**config.mk**
```make
export PLATFORM = sky130hd
export DESIGN_NAME = sdram_map_burst
export DESIGN_NICKNAME = d
export VERILOG_FILES = /design/src/rtl/sdmb_pkg.sv /design/src/rtl/sdmb_cfg.sv /design/src/rtl/sdmb_decode.sv /design/src/rtl/sdmb_bank_table.sv /design/src/rtl/sdmb_seq.sv /design/src/rtl/sdram_map_burst.sv
export SDC_FILE = /design/constraint.sdc
export NUM_CORES = 1
export LEC_CHECK = 0
export ABC_AREA = 1
export CORE_ASPECT_RATIO = 0.7
export CORE_MARGIN = 2
export CORE_UTILIZATION = 40
export CTS_CLUSTER_DIAMETER = 80
export DETAILED_ROUTE_END_ITERATION = 10
export PLACE_DENSITY = 0.7
export SKIP_LAST_GASP = 1
export SLEW_MARGIN = 20
export SYNTH_ARGS = -nofsm -noshare
export SYNTH_HDL_FRONTEND = slang
export SYNTH_SLANG_ARGS = --single-unit
```
**constraint.sdc**
```tcl
create_clock -name clk -period 5.7 [get_ports clk]
set_input_delay 1.14 -clock clk [delete_from_list [all_inputs] [get_ports clk]]
set_output_delay 1.14 -clock clk [all_outputs]
set_load 0.005 [all_outputs]
```
**src/rtl/sdmb_pkg.sv**
```systemverilog
package sdmb_pkg;
    localparam int ADDR_W     = 32;
    localparam int ROW_MAX    = 14;
    localparam int COL_MAX    = 12;
    localparam int ROW_MIN    = 12;
    localparam int COL_MIN    = 8;
    localparam int SUM_MAX    = 24;
    localparam int BANK_W     = 2;
    localparam int NUM_CS     = 2;
    localparam int CS_W       = $clog2(NUM_CS);
    localparam int NUM_BANKS  = 1 << BANK_W;
    localparam int LINE_BEATS = 8;
    localparam int WORD_BEATS = 2;
    localparam int CNT_W      = $clog2(LINE_BEATS);
    localparam int CFG_W      = 4;
    localparam int IDX_W      = CS_W + BANK_W;

    typedef enum logic [1:0] {
        CMD_PRE = 2'd0,
        CMD_ACT = 2'd1,
        CMD_RD  = 2'd2,
        CMD_WR  = 2'd3
    } cmd_e;

    typedef enum logic [2:0] {
        ST_IDLE,
        ST_PRE,
        ST_ACT,
        ST_RW,
        ST_BEAT
    } seq_st_e;

    typedef struct packed {
        logic [CFG_W-1:0] row_bits;
        logic [CFG_W-1:0] col_bits;
        logic             two_cs;
    } cfg_t;

    typedef struct packed {
        logic [CS_W-1:0]    cs;
        logic [BANK_W-1:0]  bank;
        logic [ROW_MAX-1:0] row;
        logic [COL_MAX-1:0] col;
    } dec_t;

    localparam cfg_t CFG_RESET = '{row_bits: CFG_W'(ROW_MIN),
                                   col_bits: CFG_W'(COL_MIN),
                                   two_cs:   1'b0};

    function automatic logic cfg_legal(cfg_t c);
        int r;
        int k;
        r = int'(c.row_bits);
        k = int'(c.col_bits);
        return (r >= ROW_MIN) && (r <= ROW_MAX) &&
               (k >= COL_MIN) && (k <= COL_MAX) &&
               ((r + k) <= SUM_MAX);
    endfunction

    function automatic logic [ADDR_W-1:0] low_mask(logic [CFG_W-1:0] n);
        return (ADDR_W'(1) << n) - ADDR_W'(1);
    endfunction
endpackage

```
**src/rtl/sdmb_cfg.sv**
```systemverilog
module sdmb_cfg
    import sdmb_pkg::*;
(
    input  logic clk,
    input  logic rst,
    input  logic we,
    input  cfg_t wr_cfg,
    output cfg_t cfg,
    output logic err,
    output logic accept
);
    cfg_t cfg_q;
    logic err_q;
    logic legal;

    assign legal  = cfg_legal(wr_cfg);
    assign accept = we && legal;

    always_ff @(posedge clk) begin
        if (rst) begin
            cfg_q <= CFG_RESET;
            err_q <= 1'b0;
        end else if (we) begin
            if (legal) begin
                cfg_q <= wr_cfg;
                err_q <= 1'b0;
            end else begin
                err_q <= 1'b1;
            end
        end
    end

    assign cfg = cfg_q;
    assign err = err_q;


    cfg_in_range_chk: assert property (@(posedge clk) disable iff (rst)
        (int'(cfg_q.row_bits) + int'(cfg_q.col_bits) <= SUM_MAX) &&
        (cfg_q.row_bits >= CFG_W'(ROW_MIN)) && (cfg_q.col_bits >= CFG_W'(COL_MIN)));


    reject_keeps_chk: assert property (@(posedge clk) disable iff (rst)
        (we && !legal) |=> err_q && (cfg_q == $past(cfg_q)));
endmodule

```
**src/rtl/sdmb_decode.sv**
```systemverilog
module sdmb_decode
    import sdmb_pkg::*;
(
    input  logic [ADDR_W-1:0] addr,
    input  cfg_t              cfg,
    output dec_t              dec
);
    logic [ADDR_W-1:0] hw_addr;
    logic [ADDR_W-1:0] past_col;
    logic [ADDR_W-1:0] past_bank;
    logic [ADDR_W-1:0] past_row;

    always_comb begin
        hw_addr   = addr >> 1;
        past_col  = hw_addr >> cfg.col_bits;
        past_bank = past_col >> BANK_W;
        past_row  = past_bank >> cfg.row_bits;
        dec.col   = COL_MAX'(hw_addr & low_mask(cfg.col_bits));
        dec.bank  = BANK_W'(past_col);
        dec.row   = ROW_MAX'(past_bank & low_mask(cfg.row_bits));
        dec.cs    = cfg.two_cs ? CS_W'(past_row) : '0;
    end
endmodule

```
**src/rtl/sdmb_bank_table.sv**
```systemverilog
module sdmb_bank_table
    import sdmb_pkg::*;
#(
    parameter int ENT_CS    = NUM_CS,
    parameter int ENT_BANKS = NUM_BANKS,
    parameter int ROW_W     = ROW_MAX,
    localparam int NUM_ENT  = ENT_CS * ENT_BANKS,
    localparam int TIDX_W   = $clog2(NUM_ENT)
)(
    input  logic              clk,
    input  logic              rst,
    input  logic              clr,
    input  logic              set,
    input  logic [TIDX_W-1:0] set_idx,
    input  logic [ROW_W-1:0]  set_row,
    input  logic [TIDX_W-1:0] lk_idx,
    output logic              lk_open,
    output logic [ROW_W-1:0]  lk_row
);
    logic [NUM_ENT-1:0] open_q;
    logic [ROW_W-1:0]   row_q [NUM_ENT];

    always_ff @(posedge clk) begin
        if (rst || clr) begin
            open_q <= '0;
        end else if (set) begin
            open_q[set_idx] <= 1'b1;
        end
    end

    always_ff @(posedge clk) begin
        if (set) begin
            row_q[set_idx] <= set_row;
        end
    end

    assign lk_open = open_q[lk_idx];
    assign lk_row  = row_q[lk_idx];


    set_opens_chk: assert property (@(posedge clk) disable iff (rst)
        (set && !clr) |=> open_q[$past(set_idx)] && (row_q[$past(set_idx)] == $past(set_row)));


    clear_closes_chk: assert property (@(posedge clk) disable iff (rst)
        clr |=> (open_q == '0));
endmodule

```
**src/rtl/sdmb_seq.sv**
```systemverilog
module sdmb_seq
    import sdmb_pkg::*;
#(
    parameter int BEATS_LINE = LINE_BEATS,
    parameter int BEATS_WORD = WORD_BEATS,
    localparam int BCNT_W    = $clog2(BEATS_LINE)
)(
    input  logic                clk,
    input  logic                rst,
    input  logic                req_valid,
    input  logic                req_write,
    input  logic                req_line,
    input  dec_t                dec,
    input  logic                lk_open,
    input  logic [ROW_MAX-1:0]  lk_row,
    output logic                req_ready,
    output logic                cmd_valid,
    output cmd_e                cmd_kind,
    output dec_t                cmd_fld,
    output logic [COL_MAX-1:0]  cmd_col,
    output logic                beat_valid,
    output logic [COL_MAX-1:0]  beat_col,
    output logic [BCNT_W-1:0]   beat_idx,
    output logic                beat_hi,
    output logic                beat_last,
    output logic                tbl_set,
    output logic [IDX_W-1:0]    tbl_idx
);
    seq_st_e           state_q;
    dec_t              fld_q;
    logic              wr_q;
    logic              line_q;
    logic [BCNT_W-1:0] cnt_q;
    logic [BCNT_W-1:0] last_idx;
    logic [BCNT_W-1:0] start_lo;
    logic              hit;

    assign hit      = lk_open && (lk_row == dec.row);
    assign last_idx = line_q ? BCNT_W'(BEATS_LINE - 1) : BCNT_W'(BEATS_WORD - 1);
    assign start_lo = fld_q.col[BCNT_W-1:0] & ~BCNT_W'(1);

    always_ff @(posedge clk) begin
        if (rst) begin
            state_q <= ST_IDLE;
            fld_q   <= '0;
            wr_q    <= 1'b0;
            line_q  <= 1'b0;
            cnt_q   <= '0;
        end else begin
            case (state_q)
                ST_IDLE: begin
                    if (req_valid) begin
                        fld_q  <= dec;
                        wr_q   <= req_write;
                        line_q <= req_line;
                        if (hit)          state_q <= ST_RW;
                        else if (lk_open) state_q <= ST_PRE;
                        else              state_q <= ST_ACT;
                    end
                end
                ST_PRE:  state_q <= ST_ACT;
                ST_ACT:  state_q <= ST_RW;
                ST_RW: begin
                    cnt_q   <= '0;
                    state_q <= ST_BEAT;
                end
                ST_BEAT: begin
                    if (cnt_q == last_idx) state_q <= ST_IDLE;
                    else                   cnt_q   <= cnt_q + BCNT_W'(1);
                end
                default: state_q <= ST_IDLE;
            endcase
        end
    end

    always_comb begin
        req_ready  = (state_q == ST_IDLE);
        cmd_valid  = (state_q == ST_PRE) || (state_q == ST_ACT) || (state_q == ST_RW);
        case (state_q)
            ST_PRE:  cmd_kind = CMD_PRE;
            ST_ACT:  cmd_kind = CMD_ACT;
            default: cmd_kind = wr_q ? CMD_WR : CMD_RD;
        endcase
        cmd_fld    = fld_q;
        cmd_col    = {fld_q.col[COL_MAX-1:BCNT_W], start_lo};
        beat_valid = (state_q == ST_BEAT);
        beat_idx   = cnt_q;
        beat_col   = {fld_q.col[COL_MAX-1:BCNT_W], BCNT_W'(start_lo + cnt_q)};
        beat_hi    = ~cnt_q[0];
        beat_last  = beat_valid && (cnt_q == last_idx);
        tbl_set    = (state_q == ST_ACT);
        tbl_idx    = {fld_q.cs, fld_q.bank};
    end


    pre_then_act_chk: assert property (@(posedge clk) disable iff (rst)
        (cmd_valid && cmd_kind == CMD_PRE) |=> (cmd_valid && cmd_kind == CMD_ACT));


    act_then_rw_chk: assert property (@(posedge clk) disable iff (rst)
        (cmd_valid && cmd_kind == CMD_ACT) |=>
            (cmd_valid && (cmd_kind == CMD_RD || cmd_kind == CMD_WR)));


    rw_then_beat_chk: assert property (@(posedge clk) disable iff (rst)
        (cmd_valid && (cmd_kind == CMD_RD || cmd_kind == CMD_WR)) |=>
            (beat_valid && beat_idx == '0 && beat_hi));


    beat_wrap_chk: assert property (@(posedge clk) disable iff (rst)
        (beat_valid && !beat_last) |=>
            (beat_valid &&
             beat_col[BCNT_W-1:0] == BCNT_W'($past(beat_col[BCNT_W-1:0]) + 1'b1) &&
             $stable(beat_col[COL_MAX-1:BCNT_W])));


    ready_after_last_chk: assert property (@(posedge clk) disable iff (rst)
        (beat_valid && beat_last) |=> req_ready);


    busy_no_ready_chk: assert property (@(posedge clk) disable iff (rst)
        (cmd_valid || beat_valid) |-> !req_ready);
endmodule

```
**src/rtl/sdram_map_burst.sv**
```systemverilog
module sdram_map_burst
    import sdmb_pkg::*;
(
    input  logic                  clk,
    input  logic                  rst,
    input  logic                  cfg_we,
    input  logic [CFG_W-1:0]      cfg_row_bits,
    input  logic [CFG_W-1:0]      cfg_col_bits,
    input  logic                  cfg_two_cs,
    output logic                  cfg_err,
    input  logic                  req_valid,
    output logic                  req_ready,
    input  logic                  req_write,
    input  logic                  req_line,
    input  logic [ADDR_W-1:0]     req_addr,
    output logic                  cmd_valid,
    output logic [1:0]            cmd_kind,
    output logic [CS_W-1:0]       cmd_cs,
    output logic [BANK_W-1:0]     cmd_bank,
    output logic [ROW_MAX-1:0]    cmd_row,
    output logic [COL_MAX-1:0]    cmd_col,
    output logic                  beat_valid,
    output logic [COL_MAX-1:0]    beat_col,
    output logic [CNT_W-1:0]      beat_idx,
    output logic                  beat_hi,
    output logic                  beat_last
);
    cfg_t               wr_cfg;
    cfg_t               cfg;
    logic               cfg_accept;
    dec_t               dec;
    dec_t               cmd_fld;
    cmd_e               kind;
    logic               lk_open;
    logic [ROW_MAX-1:0] lk_row;
    logic               tbl_set;
    logic [IDX_W-1:0]   tbl_idx;

    assign wr_cfg = '{row_bits: cfg_row_bits, col_bits: cfg_col_bits, two_cs: cfg_two_cs};

    sdmb_cfg u_cfg (
        .clk    (clk),
        .rst    (rst),
        .we     (cfg_we),
        .wr_cfg (wr_cfg),
        .cfg    (cfg),
        .err    (cfg_err),
        .accept (cfg_accept)
    );

    sdmb_decode u_dec (
        .addr (req_addr),
        .cfg  (cfg),
        .dec  (dec)
    );

    sdmb_bank_table u_tbl (
        .clk     (clk),
        .rst     (rst),
        .clr     (cfg_accept),
        .set     (tbl_set),
        .set_idx (tbl_idx),
        .set_row (cmd_fld.row),
        .lk_idx  ({dec.cs, dec.bank}),
        .lk_open (lk_open),
        .lk_row  (lk_row)
    );

    sdmb_seq u_seq (
        .clk        (clk),
        .rst        (rst),
        .req_valid  (req_valid),
        .req_write  (req_write),
        .req_line   (req_line),
        .dec        (dec),
        .lk_open    (lk_open),
        .lk_row     (lk_row),
        .req_ready  (req_ready),
        .cmd_valid  (cmd_valid),
        .cmd_kind   (kind),
        .cmd_fld    (cmd_fld),
        .cmd_col    (cmd_col),
        .beat_valid (beat_valid),
        .beat_col   (beat_col),
        .beat_idx   (beat_idx),
        .beat_hi    (beat_hi),
        .beat_last  (beat_last),
        .tbl_set    (tbl_set),
        .tbl_idx    (tbl_idx)
    );

    assign cmd_kind = kind;
    assign cmd_cs   = cmd_fld.cs;
    assign cmd_bank = cmd_fld.bank;
    assign cmd_row  = cmd_fld.row;
endmodule

```
==> out/results.ini, run 1 <==
[outcome]
outcome = finished clean

[power_and_ir_drop]
power.internal_mw = 2.368
seq_power_share = 0.457
p_per_area_nw_per_um2 = 306.9
share_clk_of_total_power = 0.349
switchingPower_uw = 935.6
vdd_ir_drop_max_mv = 0.2408
leakagePower_nw = 4.515
power.combinational.fraction = 0.193
p_sw_frac = 0.2832

[timing]
clock_skew_ns = 0.009095
fmax_mhz = 230.8
fin_setup_tns_ns = 0
fin_ws_ns = 1.367
hold_viol = 0
relSlewSlack = 0.2976
fin_crit_sh = 0.7602
setup_viol = 0
layout_min_cycle_time_ns = 4.333
worst_pin_slew_ns = 1.052
rsz0062_at_grt = no
slew_viol_final = 0

[yosys]
synth_fp_nets = 1239
syn_inst = 1183
ys_seq_area_frac = 0.4870
syn_area_um2 = 9126
synth_cell_type_count = 47
synth_ff_type = edfxtp_1
yosys.area.top_type = edfxtp_1
ys_async_sr_fraction = 0
synth_edf_count = 112
synth.avg_cell_area_um2 = 7.714
yosysWarnings = 0
synth.top_cell.area_share = 0.3685
ys_top_cells_by_count = 352 x nand2_1, 164 x nand3_1, 118 x nor2_1
ys_top_cells_by_area = edfxtp_1 37%, nand2_1 14%, dfxtp_1 12%
ys_seq_elements = 166
yosys.cell_count.top_type = nand2_1

[setup_path]
critical_path.most_common_cell = nand2_1
cpPeakStageDelay_ns = 0.78
critPathCaptureType = flop
critPathRequiredTime_ns = 6.06
startpoint_type = flop
cp_max_fo = 22
crit_type = reg2reg
slowest_stage = dfxtp_1
worstPathArrival_ns = 4.69

[hold_path]
min_path_type = reg2reg

[clocking]
cts_resized = 0
cts_tree = yes
cts.sinks = 166
cts_max_path_buffers = 2
clkLatencyLatePin_ns = 0.43
postCtsHoldBufs = 0
htreeDepth = 4
cts_buffers = 17
root_buffer = clkbuf_16
cts_setup_buffers = 0
clk_pin_slew_ns = 0.06

[die]
dieArea_um2 = 24060
fp.dieW_um = 184.5
start_util = 0.4055
rows = 46
ioPinCount = 99
die_h_um = 130.4
coreArea_um2 = 22500

[global_routing]
antenna_found_initial = 0
grt_max_degree = 62
track_usage = 0.2070
grt_overflow_total = 0
grt_pass1_vias = 7290
grt_first_pass_wirelength_mm = 38.44

[route]
viasPerCell = 5.141
drc_errors = 0
detail-route-antenna-nets = 0
drtPass1Iterations = 5
drt-total-wl_mm = 23.95
num_vias = 8040
post_drt_wl_per_cell_um = 15.31
first_iter_violations = 774

[cells_and_area]
final_area_um2 = 10760
drive_above_1_share = 0.05032
layout.nets = 1295
antennaDiodeCount = 0
area_growth_pct = 17.93

[place]
place_congestion = 0.8820
hpwl_mm = 16.07
place_area_um2 = 10160
dp_slack_ns = 1.094
io_buffers = 96

[job]
maxCapViolations = 0

-- kinds of logic after synthesis --
logic type               share of synthesized area
AO/OA/AOI/OAI                              0.09227
XOR/XNOR                                  0.005758
buffers and inverters                      0.09199
AND/OR/NAND/NOR                             0.3071
flip-flops                                  0.4870
multiplexers                              0.002331
adder cells (fa/ha/maj)                    0.01316
other                                    0.0004109
-- layout by cell type, fill, tap and decap left out, types with 19 or more instances in the layout --
cell type and n:
o21ai_0 59, inv_1 102, a21oi_1 47, nand3_1 164
edfxtp_1 112, dfxtp_1 54, clkbuf_16 19, nor2_1 113
clkdlybuf4s50_1 96, nand2_1 352
-- power groups by stage --
stage                     registers (mW)  logic [mW]  clock network (mW)
after floorplan                     1.50       0.387                   0
after global placement              1.53       0.625                   0
after detailed placement            1.53       0.633                   0
after CTS                           1.51       0.639                1.17
after global routing                1.53       0.720                1.21
final                               1.51       0.638                1.15
-- metrics by stage --
step           total power, mW  instances  hold slack (ns)    util
2_1_floorplan            1.888       1183           0.4245       -
3_3_place_gp             2.154       1532           0.4358  0.4513
3_5_place_dp             2.168       1532           0.4487  0.4513
4_1_cts                  3.319       1564           0.4575  0.4783
5_1_grt                  3.459       1564           0.4882  0.4783
6_report                 3.304       1564           0.4603  0.4783
-- path summary, 6_finish.rpt --
check / from / to / slack (ns) / depth (start not counted)
setup / recovery: u_cfg.cfg[3]$_SDFFE_PP0P_ / u_seq.state_q[1]$_SDFFE_PP0P_ / 1.37 / 26
hold / removal: u_seq.wr_q$_SDFFE_PP0P_ / u_seq.wr_q$_SDFFE_PP0P_ / 0.46 / 2
setup reg to reg: u_cfg.cfg[3]$_SDFFE_PP0P_ / u_seq.state_q[1]$_SDFFE_PP0P_ / 1.37 / 26
hold reg to reg: u_seq.wr_q$_SDFFE_PP0P_ / u_seq.wr_q$_SDFFE_PP0P_ / 0.46 / 2
-- layer usage --
metal  global-route usage  routed length (µm)  up-vias
met5                    0                   0        -
met1               0.3111               11940     3723
met4              0.04988                 221        0
met2               0.3058               10100      270
met3              0.04102                1683       15
li1                     -                   -     4032
-- registers in the layout (all words and copies together), names as in the netlist --
register	count
u_cfg.err	1
u_seq.state_q	3
u_tbl.open_q	8
u_seq.cmd_col	2
u_tbl.row_q	112
u_cfg.cfg	9
u_seq.line_q	1
u_seq.beat_idx	3
u_seq.wr_q	1
u_seq.beat_col	9
u_seq.cmd_fld	17
-- final cells by class --
cell class                 count  area (µm²)
tap                          312       390.4
fill                        2142       11740
sequential                   166        4444
timing repair buffer         105        1028
clock buffer                  23       520.5
multi-input combinational    839        3877
inverter                     110       415.4
clock inverter                 9       86.33
-- worst max-delay path, delay by kind of cell, from the launching register on --
kind                   cells  cell delay (ns)
DFF                        1             0.78
AOI/OAI and AO/OA          1             0.12
buffers and inverters      2             0.40
and+or+nand+nor           23             2.94
(Power assumes the default switching activity.)
==> run 2, diff against run 1 <==
==> constraint.sdc (replaced) <==
create_clock -name clk -period 4.5 [get_ports clk]
set_input_delay 0.9 -clock clk [delete_from_list [all_inputs] [get_ports clk]]
set_output_delay 0.9 -clock clk [all_outputs]
set_load 0.005 [all_outputs]
==> run 2 against run 1 <==
  * Clock power increased by 23%
  * Total power increased by 26%
  * Combinational power increased by 31%
  * Global-route usage decreased by 0.070 points
  * Clock skew about the same
  * Hold slack got worse by 0.0033 ns
==> out/results.ini, run 2 (same netlist as run 1, synthesis figures left out) <==
[job]
maxCapViolations = 0  ; unchanged

[global_routing]
track_usage = 0.2063  ; -0.0007040
antenna_found_initial = 0  ; unchanged
grt_max_degree = 42  ; -32%
grt_overflow_total = 0  ; unchanged
grt_pass1_vias = 7252  ; -0.52%
grt_first_pass_wirelength_mm = 38.21  ; -0.59%

[route]
post_drt_wl_per_cell_um = 15.44  ; +0.82%
drt-total-wl_mm = 24.27  ; +1.3%
first_iter_violations = 786  ; +1.6%
drc_errors = 0  ; unchanged
num_vias = 8037  ; -0.037%
detail-route-antenna-nets = 0  ; unchanged
viasPerCell = 5.113  ; -0.55%
drtPass1Iterations = 5  ; unchanged

[setup_path]
critPathCaptureType = flop
cp_max_fo = 32  ; +45%
worstPathArrival_ns = 4.03  ; -0.66 ns
critPathRequiredTime_ns = 4.87  ; -1.19 ns
r2r_end = u_seq.state_q[1]$_SDFFE_PP0P_
r2r_slack_ns = 0.96  ; -0.41 ns
worstRegToRegCells = 19  ; -27%
reg2reg_from = u_cfg.cfg[2]$_SDFFE_PP0P_
startpoint_type = input port
crit_type = in2reg

[timing]
rsz0062_at_grt = no
hold_viol = 0  ; unchanged
fin_crit_sh = 0.8136
clock_skew_ns = 0.008838  ; -0.0002571 ns
layout_min_cycle_time_ns = 3.661
worst_pin_slew_ns = 1.107  ; +0.05418 ns
slew_viol_final = 0  ; unchanged
fin_setup_tns_ns = 0  ; unchanged
setup_viol = 0  ; unchanged
whs_ns = 0.4570  ; -0.003283 ns
fmax_mhz = 273.1
relSlewSlack = 0.2615  ; -0.03616

[die]
die_h_um = 130.4  ; unchanged
ioPinCount = 99  ; unchanged
start_util = 0.4055  ; unchanged
coreArea_um2 = 22500  ; unchanged
rows = 46  ; unchanged
dieArea_um2 = 24060  ; unchanged
fp.dieW_um = 184.5  ; unchanged

[cells_and_area]
largest_reg_flops = 112  ; unchanged
layout.nets = 1303  ; +0.62%
final_core_util = 0.4795  ; +0.001223
antennaDiodeCount = 0  ; unchanged
mostFrequentLayoutCells = 352 x nand2_1, 164 x nand3_1, 113 x nor2_1
largest-register = u_tbl.row_q
drive_above_1_share = 0.05794  ; +0.007617
final_common_cell = nand2_1
area_growth_pct = 18.23
fin_cells = 1572  ; +0.51%

[clocking]
root_buffer = clkbuf_16
cts_resized = 0  ; unchanged
clk_pin_slew_ns = 0.07  ; about the same
htreeDepth = 4  ; unchanged
cts.sinks = 166  ; unchanged
cts_setup_buffers = 0  ; unchanged
clkLatencyLatePin_ns = 0.43  ; about the same
cts_buffers = 17  ; unchanged
cts_max_path_buffers = 2  ; unchanged
postCtsHoldBufs = 0  ; unchanged
cts_tree = yes

[power_and_ir_drop]
leakagePower_nw = 4.549  ; +0.74%
switchingPower_mw = 1.259  ; +35%
share_clk_of_total_power = 0.342  ; -0.007
vdd_ir_drop_max_mv = 0.3017  ; +25%
p_per_area_nw_per_um2 = 385.5  ; +26%
power.internal_mw = 2.901  ; +23%
p_sw_frac = 0.3026  ; +0.01939
fin_total_pwr_mw = 4.159  ; +26%
seq_power_share = 0.458  ; about the same
power.combinational.fraction = 0.200  ; +0.007

[place]
hpwl_mm = 16.61  ; +3.3%
dp_cells = 1540  ; +0.52%
io_buffers = 96  ; unchanged
place_congestion = 0.8823  ; about the same

[outcome]
outcome = finished clean

[hold_path]
min_path_type = reg2reg
hold_end = u_seq.wr_q$_SDFFE_PP0P_
min_from = u_seq.wr_q$_SDFFE_PP0P_
whs_path_depth = 2  ; unchanged

==> run 2: cell count changes in the layout (fill, tap and decap cells not counted), moves of 2 or more <==
| cell | previous run | this run |
|---|---|---|
| inv_8 | 0 | 5 |
| nor3_2 | 0 | 2 |
| clkinv_4 | 2 | 0 |
| buf_4 | 9 | 16 |
| clkbuf_16 | 19 | 17 |
| inv_6 | 2 | 6 |
| nor3_4 | 2 | 0 |
==> run 2: worst max-delay path by stage <==
stage,from,endpoint,cells after the start
6_report,req_addr[3],u_seq.state_q[1]$_SDFFE_PP0P_,21
3_3_place_gp,req_addr[3],u_seq.state_q[1]$_SDFFE_PP0P_,19
5_1_grt,req_addr[3],u_seq.state_q[1]$_SDFFE_PP0P_,21
2_1_floorplan,req_addr[14],u_seq.state_q[1]$_SDFFE_PP0P_,24
4_1_cts,req_addr[3],u_seq.state_q[1]$_SDFFE_PP0P_,21
3_5_place_dp,req_addr[3],u_seq.state_q[1]$_SDFFE_PP0P_,21
==> run 2: critical path, stage by stage <==
cell	delay, ns
clkdlybuf4s50_1	0.55
nand2_1	0.09
and2_1	0.17
o21ai_1	0.18
a21oi_2	0.11
nand2_4	0.33
buf_4	0.35
nand2_1	0.14
o21ai_0	0.11
nand2_1	0.08
nand2_1	0.08
nand3_1	0.08
nand3_1	0.10
nand2_1	0.06
nor2_1	0.10
nand2_1	0.10
nor2_1	0.14
nand2_1	0.11
nand2_1	0.08
nand2_1	0.05
a21oi_1	0.11
==> run 2: metal layers <==
layer	routed length [µm]	up-vias	track usage
li1	-	4043	-
met1	12150	3671	0.3099
met2	9851	290	0.3005
met3	1839	33	0.04157
met4	421	0	0.05835
met5	0	-	0
==> run 2: power groups by stage <==
stage	Combinational, mW	Clock [mW]	Sequential, mW
floorplan	0.490	0	1.90
global placement	0.810	0	1.93
detailed placement	0.824	0	1.94
CTS	0.831	1.44	1.90
global route	0.929	1.50	1.92
finish	0.833	1.42	1.90
==> run 2: area by class of cell <==
class                           instances  area (µm²)
Clock buffer                           19       452.9
Timing Repair Buffer                  113        1101
Clock inverter                         13       121.4
Sequential cell                       166        4444
Multi-Input combinational cell        839        3865
Fill cell                            2179       11710
Tap cell                              312       390.4
Inverter                              110       415.4
==> run 2: stage by stage <==
stage,setup WS (ns),area (µm²)
3_3_place_gp,0.5937,10220
6_report,0.8388,10790
3_5_place_dp,0.5011,10220
2_1_floorplan,1.903,9126
4_1_cts,0.9182,10790
5_1_grt,0.6705,10790
==> run 3, diff against run 2 <==
--- a/config.mk
+++ b/config.mk
@@ -11,7 +11,7 @@
 export CORE_UTILIZATION = 40
 export CTS_CLUSTER_DIAMETER = 80
 export DETAILED_ROUTE_END_ITERATION = 10
-export PLACE_DENSITY = 0.7
+export PLACE_DENSITY = 0.72
 export SKIP_LAST_GASP = 1
 export SLEW_MARGIN = 20
 export SYNTH_ARGS = -nofsm -noshare
==> constraint.sdc (replaced) <==
create_clock -name clk -period 2.9 [get_ports clk]
set_input_delay 0.58 -clock clk [delete_from_list [all_inputs] [get_ports clk]]
set_output_delay 0.58 -clock clk [all_outputs]
set_load 0.005 [all_outputs]
==> run 3 against run 2 <==
  * The flow now finishes with violations (setup timing)
  * Final cell count rose by 5.3%
  * Die area did not move
  * Worst setup slack worse by 0.95 ns
  * Final area is 12% higher
  * Clock skew increased by 0.0021 ns
  * Sequential share of layout area down 4.1 points
  * Hold slack worse by 0.0063 ns
  * Flip-flop and latch count unchanged
  * Wire length rose by 10%
  * Critical path type is now reg2reg
  * Largest power group unchanged
==> out/results.ini, run 3 (same netlist as run 1, synthesis figures left out) <==
[clocking]
postCtsHoldBufs = 0  ; unchanged
htreeDepth = 4  ; unchanged
clkLatencyLatePin_ns = 0.44  ; about the same
cts_max_path_buffers = 2  ; unchanged
cts_tree = yes
cts.sinks = 166  ; unchanged
clk_pin_slew_ns = 0.07  ; about the same
root_buffer = clkbuf_16
cts_buffers = 17  ; unchanged

[setup_path]
cp-endpoint = u_seq.state_q[1]$_SDFFE_PP0P_
worstPathArrival_ns = 3.38  ; -0.65 ns
critPathCaptureType = flop
startpoint = u_cfg.cfg[2]$_SDFFE_PP0P_
r2r_end = u_seq.state_q[1]$_SDFFE_PP0P_
r2r_slack_ns = -0.11  ; -1.07 ns
critPathRequiredTime_ns = 3.27  ; -1.60 ns
reg2reg_from = u_cfg.cfg[2]$_SDFFE_PP0P_
worstRegToRegCells = 21  ; +2
cp_max_fo = 27  ; -16%
startpoint_type = flop
crit_type = reg2reg

[power_and_ir_drop]
leakagePower_nw = 5.281  ; +16%
fin_total_pwr_mw = 6.673  ; +60%
p_per_area_nw_per_um2 = 554.6  ; +44%
power.combinational.fraction = 0.230  ; +0.030
share_clk_of_total_power = 0.329  ; -0.013
power.internal_mw = 4.636  ; +60%
seq_power_share = 0.441  ; -0.017
p_sw_frac = 0.3053  ; +0.002674
switchingPower_mw = 2.037  ; +62%
vdd_ir_drop_max_mv = 0.4330  ; +44%

[hold_path]
min_path_type = reg2reg
whs_path_depth = 2  ; unchanged

[place]
hpwl_mm = 17.81  ; +7.3%
io_buffers = 96  ; unchanged
dp_cells = 1611  ; +4.6%
place_congestion = 0.8941  ; +1.3%
place_area_um2 = 10870  ; +6.4%

[die]
fp.dieW_um = 184.5  ; unchanged
dieArea_um2 = 24060  ; unchanged
ioPinCount = 99  ; unchanged
start_util = 0.4055  ; unchanged
rows = 46  ; unchanged
coreArea_um2 = 22500  ; unchanged
die_h_um = 130.4  ; unchanged

[route]
viasPerCell = 5.197  ; +1.7%
drt-total-wl_mm = 26.74  ; +10%
drc_errors = 0  ; unchanged
drtPass1Iterations = 5  ; unchanged
detail-route-antenna-nets = 0  ; unchanged
first_iter_violations = 981  ; +25%
num_vias = 8607  ; +7.1%
post_drt_wl_per_cell_um = 16.15  ; +4.6%

[timing]
relSlewSlack = 0.6595  ; +0.3980
hold_viol = 0  ; unchanged
fin_setup_tns_ns = -0.1091  ; -0.1091 ns
clock_skew_ns = 0.01089  ; +0.002054 ns
worst_pin_slew_ns = 0.5068  ; -0.5998 ns
whs_ns = 0.4507  ; -0.006331 ns
rsz0062_at_grt = yes
slew_viol_final = 0  ; unchanged
setup_viol = 1  ; +1
fin_ws_ns = -0.1091  ; -0.9480 ns
fin_crit_sh = 1.038
layout_min_cycle_time_ns = 3.009
fmax_mhz = 332.3

[cells_and_area]
largest-register = u_tbl.row_q
layout.nets = 1387  ; +6.4%
antennaDiodeCount = 0  ; unchanged
drive_above_1_share = 0.1481  ; +0.09013
mostFrequentLayoutCells = 341 x nand2_1, 140 x nand3_1, 114 x nor2_1
final_common_cell = nand2_1
final_area_um2 = 12030  ; +12%
fin_cells = 1656  ; +5.3%
area_growth_pct = 31.85
largest_reg_flops = 112  ; unchanged

[outcome]
violations = setup timing
outcome = complete, but fails checks

[job]
maxCapViolations = 0  ; unchanged

[global_routing]
antenna_found_initial = 0  ; unchanged
grt_first_pass_wirelength_mm = 41.46  ; +8.5%
grt_pass1_vias = 7954  ; +9.7%
grt_max_degree = 33  ; -21%
track_usage = 0.2225  ; +0.01617
grt_overflow_total = 0  ; unchanged

[run 3: changes by cell type in the layout (fill, tap and decap cells not counted), sizes merged]
cell	before	now
bufbuf	0	1
buf	17	93
clkdlybuf4s50	96	82
clkbuf	19	26
clkinv	3	7
dlygate4sd2	0	1
dlymetal6s2s	0	13
inv	120	116
[run 3: layout make-up]
class	instances	area, µm²
Inverter	110	435.4
Multi-Input combinational cell	839	4054
Timing Repair Buffer	197	2123
Clock buffer	19	442.9
Sequential cell	166	4457
Tap cell	312	390.4
Clock inverter	13	130.1
Fill cell	2026	10470
[run 3: worst max-delay path, stage by stage, from the launching register on]
cell     delay, ns
dfxtp_4       0.37
buf_12        0.15
inv_12        0.13
nand3_1       0.14
nand3_1       0.14
nand2_1       0.09
nand2_1       0.06
nand3_1       0.17
inv_2         0.17
buf_4         0.22
o21ai_0       0.10
o22ai_1       0.26
nand2_1       0.11
nand3_1       0.09
nand2_1       0.06
nor2_1        0.10
nand2_1       0.09
nor2_1        0.12
nand2_2       0.09
nand2_1       0.07
nand2_1       0.05
a21oi_1       0.14
[run 3: per-layer routing]
layer  track usage  vias to the layer above  part of all wire
met5             0                        -                 0
met4       0.06165                        0             0.017
met3       0.05044                       38             0.088
met2        0.3306                      352              0.42
met1        0.3258                     3994              0.48
li1              -                     4223                 -
[run 3: per-stage QoR]
| step | util | setup slack [ns] |
|---|---|---|
| finish | 0.5347 | -0.1091 |
| detailed placement | 0.4832 | -0.4520 |
| global placement | 0.4832 | -0.4207 |
| CTS | 0.5120 | 0.008638 |
| floorplan | - | 0.5277 |
| global route | 0.5347 | -0.2423 |
[run 3: worst min-delay path by stage]
stage	from	to	slack, ns
after floorplan	u_seq.wr_q$_SDFFE_PP0P_	u_seq.wr_q$_SDFFE_PP0P_	0.42
after global placement	u_seq.wr_q$_SDFFE_PP0P_	u_seq.wr_q$_SDFFE_PP0P_	0.44
after detailed placement	u_seq.wr_q$_SDFFE_PP0P_	u_seq.wr_q$_SDFFE_PP0P_	0.44
after CTS	u_seq.wr_q$_SDFFE_PP0P_	u_seq.wr_q$_SDFFE_PP0P_	0.45
after global routing	u_seq.wr_q$_SDFFE_PP0P_	u_seq.wr_q$_SDFFE_PP0P_	0.48
final	u_seq.wr_q$_SDFFE_PP0P_	u_seq.wr_q$_SDFFE_PP0P_	0.45
[run 3: what timing repair did]
item                                    CTS  global route
gates cloned                              2             7
endpoints found under the setup margin    1             2
buffers inserted                          0             4
gates resized for setup                   7            88
pin swaps                                 2            16
[run 3: power by group through the flow]
| stage | Combinational [mW] | Sequential (mW) | Clock (mW) |
|---|---|---|---|
| 2_1_floorplan | 0.760 | 2.95 | 0 |
| 3_3_place_gp | 1.39 | 2.99 | 0 |
| 3_5_place_dp | 1.41 | 2.99 | 0 |
| 4_1_cts | 1.44 | 2.94 | 2.22 |
| 5_1_grt | 1.69 | 2.97 | 2.32 |
| 6_report | 1.53 | 2.94 | 2.20 |
